**config.mk**
```make
export PLATFORM = sky130hd
export DESIGN_NAME = pchk_predict
export DESIGN_NICKNAME = d
export VERILOG_FILES = /design/src/rtl/pchk_pkg.sv /design/src/rtl/pchk_predict.sv
export SDC_FILE = /design/constraint.sdc
export NUM_CORES = 1
export LEC_CHECK = 0
export BUFFER_PORTS_ARGS = -buffer_cell sky130_fd_sc_hd__clkbuf_2
export CAP_MARGIN = 10
export CORE_MARGIN = 2
export CORE_UTILIZATION = 43
export CTS_BUF_LIST = sky130_fd_sc_hd__clkbuf_4 sky130_fd_sc_hd__clkbuf_8 sky130_fd_sc_hd__clkbuf_16
export DETAILED_ROUTE_END_ITERATION = 8
export PLACE_DENSITY = 0.7
export SYNTH_ARGS = -nofsm -noshare
export SYNTH_HDL_FRONTEND = slang
export SYNTH_SLANG_ARGS = --single-unit
```
**constraint.sdc**
```tcl
create_clock -name clk -period 1.4 [get_ports clk]
set_input_delay 0.21 -clock clk [delete_from_list [all_inputs] [get_ports clk]]
set_output_delay 0.21 -clock clk [all_outputs]
set_load 0.02 [all_outputs]
```
**src/rtl/pchk_pkg.sv**
```systemverilog
package pchk_pkg;
  localparam int CNT_W    = 15;
  localparam int MODE_W   = 3;
  localparam int OV_POS   = 31;
  localparam int CNT_LSB  = 16;
  localparam int SYNC_POS = 3;

  typedef enum logic [MODE_W-1:0] {
    MODE_OFF     = 3'd0,
    MODE_PRBS15  = 3'd1,
    MODE_PRBS7   = 3'd2,
    MODE_REPEAT  = 3'd3,
    MODE_INVREP  = 3'd4
  } chk_mode_e;

  function automatic logic mode_is_prbs(logic [MODE_W-1:0] m);
    return (m == MODE_PRBS15) || (m == MODE_PRBS7);
  endfunction

  function automatic logic mode_is_rep(logic [MODE_W-1:0] m);
    return (m == MODE_REPEAT) || (m == MODE_INVREP);
  endfunction
endpackage

```
**src/rtl/pchk_predict.sv**
```systemverilog
module pchk_predict
  import pchk_pkg::*;
#(
  parameter int REP_DIST = 10,
  parameter int LFSR_W   = 15
) (
  input  logic              clk,
  input  logic              rst_n,
  input  logic              rx_valid,
  input  logic              rx_bit,
  input  logic [MODE_W-1:0] mode,
  input  logic              sync,
  output logic              err_pulse
);
  localparam int FILL_W = $clog2(REP_DIST + 1);
  localparam logic [FILL_W-1:0] FILL_FULL = FILL_W'(REP_DIST);

  logic [LFSR_W-1:0]   lfsr_q;
  logic [REP_DIST-1:0] hist_q;
  logic [FILL_W-1:0]   fill_q;
  logic                sync_d, armed_q;

  // next bit of the selected pseudo-random sequence, newest bit at index 0
  function automatic logic prbs_next(logic [LFSR_W-1:0] s, logic [MODE_W-1:0] m);
    if (m == MODE_PRBS15) return s[13] ^ s[14];
    return s[5] ^ s[6];
  endfunction

  logic is_prbs, is_rep, expect_bit, check_en, lfsr_in;
  assign is_prbs = mode_is_prbs(mode);
  assign is_rep  = mode_is_rep(mode);

  always_comb begin
    if (is_prbs)                  expect_bit = prbs_next(lfsr_q, mode);
    else if (mode == MODE_INVREP) expect_bit = ~hist_q[REP_DIST-1];
    else                          expect_bit = hist_q[REP_DIST-1];
  end

  assign check_en  = rx_valid && !sync && armed_q &&
                     (is_prbs || (is_rep && fill_q == FILL_FULL));
  assign err_pulse = check_en && (rx_bit != expect_bit);
  // once checking, the sequence runs on its own prediction
  assign lfsr_in   = (check_en && is_prbs) ? expect_bit : rx_bit;

  always_ff @(posedge clk) begin
    if (!rst_n) begin
      lfsr_q  <= '0;
      hist_q  <= '0;
      fill_q  <= '0;
      sync_d  <= 1'b0;
      armed_q <= 1'b0;
    end else begin
      sync_d <= sync;
      if (sync)        armed_q <= 1'b0;
      else if (sync_d) armed_q <= 1'b1;
      if (rx_valid) begin
        lfsr_q <= {lfsr_q[LFSR_W-2:0], lfsr_in};
        hist_q <= {hist_q[REP_DIST-2:0], rx_bit};
      end
      if (sync)                                fill_q <= '0;
      else if (rx_valid && fill_q != FILL_FULL) fill_q <= fill_q + FILL_W'(1);
    end
  end

  a_r4_quiet_in_sync: assert property (@(posedge clk) disable iff (!rst_n)
    sync |-> !err_pulse);
  a_r4_no_err_at_release: assert property (@(posedge clk) disable iff (!rst_n)
    $fell(sync) |-> !err_pulse);
  a_r10_needs_valid: assert property (@(posedge clk) disable iff (!rst_n)
    !rx_valid |-> !err_pulse);
  a_r9_off_modes: assert property (@(posedge clk) disable iff (!rst_n)
    (mode == 3'd0 || mode > 3'd4) |-> !err_pulse);
endmodule

```
==> metrics.cfg <==
[outcome]
result_of_the_run = complete, but fails checks
violations_in_the_final_reports = setup timing

[clock_tree]
cts_hold_repair.buffers = 0
ctsHtreeMaxLevel = 2
clkSlewWorstSetupHoldPaths_ps = 90
tritoncts = done
tritoncts_num_sinks = 31
cts_root_buf = sky130_fd_sc_hd__clkbuf_4
cts_inserted_buffers = 5
worst_skew_pair.late_latency_ps = 330
clk_path_buf_depth = 2

[synthesis]
synth-edff-count = 0
synth-xor-area-share_pct = 4.65
synth_top_flop_cell = sky130_fd_sc_hd__dfxtp_1
synthesized_area_fraction_occupied_by_adder_cells_pct = 1.90
syn-cell-area_um2 = 1320
syn_avg_cell_area_um2 = 10.5
synthMuxAreaShare_pct = 20.5
synth-warning-count = 0
synth.most_common_cell = sky130_fd_sc_hd__dfxtp_1
yosys_register_bits = 31
synth_area_in_compound_gates_pct = 3.61
dominant_combinational_cell_family_by_area_after_synthesis = multiplexers
yosysTopAreaCellShare_pct = 47.1
synth_common_cells = sky130_fd_sc_hd__dfxtp_1, sky130_fd_sc_hd__mux2i_1, sky130_fd_sc_hd__nor2b_1, sky130_fd_sc_hd__nor2_1, sky130_fd_sc_hd__xor2_1
synth_simple_gate_area_share_pct = 19.7
ys_types = 25
synth_seq_area_share_pct = 47.1
synth.largest_area_cell = sky130_fd_sc_hd__dfxtp_1
async_flop_share_pct = 0
synth_nets = 136
synth_cells = 126
netlist_top_cells_area = sky130_fd_sc_hd__dfxtp_1, sky130_fd_sc_hd__mux2i_1, sky130_fd_sc_hd__nor2b_1, sky130_fd_sc_hd__xor2_1, sky130_fd_sc_hd__nor2_1

[setup_path]
worst_r2r_startpoint = fill_q[0]
regToRegEndpoint = fill_q[2]
signal_arrival_time_at_the_worst_endpoint_ps = 1560
critical_path_required_ps = 1190
timing.reg2reg.setup_slack_ps = 130
setup.worst_path.end_class = output port
setup.worst_path.start_class = flip-flop
critical_path.max_fanout = 2
setup.worst_path.class = flip-flop to output port
ff2ff_path_depth = 7

[finish]
post-route-cell-area_um2 = 1570
layout.filler_cells = 276
num-nets-final = 160
flow.area_growth_from_synthesis_pct = 19.4
n_antenna_cell = 0
final-instance-count-excl-fill = 184
drive_above_1_share_pct = 26.5

[placement]
place_hpwl_mm = 1.55
gp_congestion = 0.770
placed_cells_incl_taps = 175
placement.cell_area_um2 = 1500
placement.io_buffers = 8

[timing]
final-hold-violation-count = 0
setup_slack_ps = -373
min_period_ps = 1770
worst_pin_slew_ps = 223
final_min_period_over_clock_period_pct = 127
report.final.setup_viol = 1
fmax_ghz = 0.564
relSlewSlack_pct = 84.7
finalClockSkew_ps = 5.08
grt_setup_unrepaired = true
slew_viol_final = 0

[routing]
drt-wirelength-per-cell_um = 12.1
finalWirelength_mm = 2.22
via_count = 911
detail-route-antenna-nets = 0
detail_route.drc_violations = 0
detail_route.vias_per_cell = 4.95
drt_first_pass_iters = 4
drt-initial-drc-count = 32

[pwr]
power.density_nw_per_um2 = 997
vdd_ir_max_mv = 0.451
total_leakage_power_nw = 0.674
finalPower_mw = 1.57

[die]
ios = 9
die_x_extent_um = 59.4
design.die.area_um2 = 3520
die_y_um = 59.4
initial_core_util_pct = 44.2
core.rowCount = 20
core-area_um2 = 2980

[global_route]
groute.usage.overall_pct = 15.8
grt_start_max_net_pins = 32
grt_pass1_wl_mm = 3.98
grt_util_met2_pct = 24.5
top_usage_layer = met2
global_route_met3_usage_pct = 6.55
overflow = 0
first_global_vias = 884
grt_use_met1_pct = 18.3
number_of_antenna_violations_at_the_first_check_in_global_routing = 0

[run]
drv_cap = 0

[worst_hold_path]
timing.hold.worst_path_depth = 2
source_of_the_worst_hold_timing_path = sync
min_delay_worst_endpoint = sync_d
timing.hold.worst.class = input port to flip-flop

==> metrics by stage <==
step                      setup TNS [ps]  setup slack [ps]  hold WS [ps]  utilization [%]
final                               -373              -373           134             52.8
after CTS                           -447              -447           115             52.5
after global routing                -489              -489           117             52.8
after floorplan                    -90.2             -90.2           332                -
after detailed placement            -372              -310           435             50.3
after global placement              -259              -225           416             50.3
==> layout make-up <==
cell class	count	area (um^2)	area share (%)
multi-input cells	87	673	42.8
repair buffers	23	168	10.7
clock inverters	1	5.00	0.318
flip-flops and latches	31	626	39.8
inverters	2	7.51	0.477
well taps	33	41.3	2.63
clock buffers	7	52.6	3.34
==> cell families after synthesis <==
logic type / Yosys count
flops: 31
simple gates: 43
mux: 27
fa+ha+maj: 2
compound gates: 8
xor+xnor: 7
buf+inv: 8
==> layout by cell type (no fill, tap or decap), types with 2 or more instances in the layout <==
master and count:
sky130_fd_sc_hd__xnor2_1 2, sky130_fd_sc_hd__clkbuf_4 7, sky130_fd_sc_hd__o21ai_1 2, sky130_fd_sc_hd__ha_1 2, sky130_fd_sc_hd__nand3b_1 2, sky130_fd_sc_hd__mux2i_1 26
sky130_fd_sc_hd__dfxtp_1 27, sky130_fd_sc_hd__xor2_1 5, sky130_fd_sc_hd__dfxtp_2 4, sky130_fd_sc_hd__nor2b_1 24, sky130_fd_sc_hd__nor2_1 8, sky130_fd_sc_hd__clkbuf_2 7
sky130_fd_sc_hd__buf_4 15
==> where the power goes <==
part | leakage (nW) | internal, mW | switching (mW) | total (mW)
clock | 0.0361 | 0.234 | 0.293 | 0.527
sequential | 0.253 | 0.894 | 0.00643 | 0.901
combinational | 0.385 | 0.0751 | 0.0647 | 0.140
==> worst max-delay path, stage by stage, from the launching register on <==
cell                       delay, ps
sky130_fd_sc_hd__dfxtp_2         340
sky130_fd_sc_hd__inv_2            50
sky130_fd_sc_hd__ha_1            140
sky130_fd_sc_hd__nand3b_1        130
sky130_fd_sc_hd__a21oi_2         160
sky130_fd_sc_hd__o21ai_1         100
sky130_fd_sc_hd__mux2i_2         160
sky130_fd_sc_hd__buf_4           170
==> metal layers <==
layer	part of all wire (%)	wire length, um
met1	46	1030
met2	47	1040
met3	4.3	96
met4	2.4	53
met5	0	0
==> state kept, by name, indices dropped and copies added, names as in the netlist <==
name and cells:
armed_q 1, sync_d 1, hist_q 10, lfsr_q 15
fill_q 4
==> how the worst max path moves through the flow <==
stage,cells past startpoint,startpoint,slack (ps),endpoint
global route,5,lfsr_q[13],-490,err_pulse
global placement,6,mode[1],-230,err_pulse
detailed placement,6,mode[1],-310,err_pulse
floorplan,4,mode[1],-90,err_pulse
CTS,7,fill_q[0],-450,err_pulse
finish,7,fill_q[0],-370,err_pulse
==> repair_timing <==
action,in CTS,in global routing
setup endpoints to repair,1,1
setup buffers,0,1
resized for setup,8,2
pin swaps,1,0
cloned,0,0
Power figures use the tool's default switching activity.
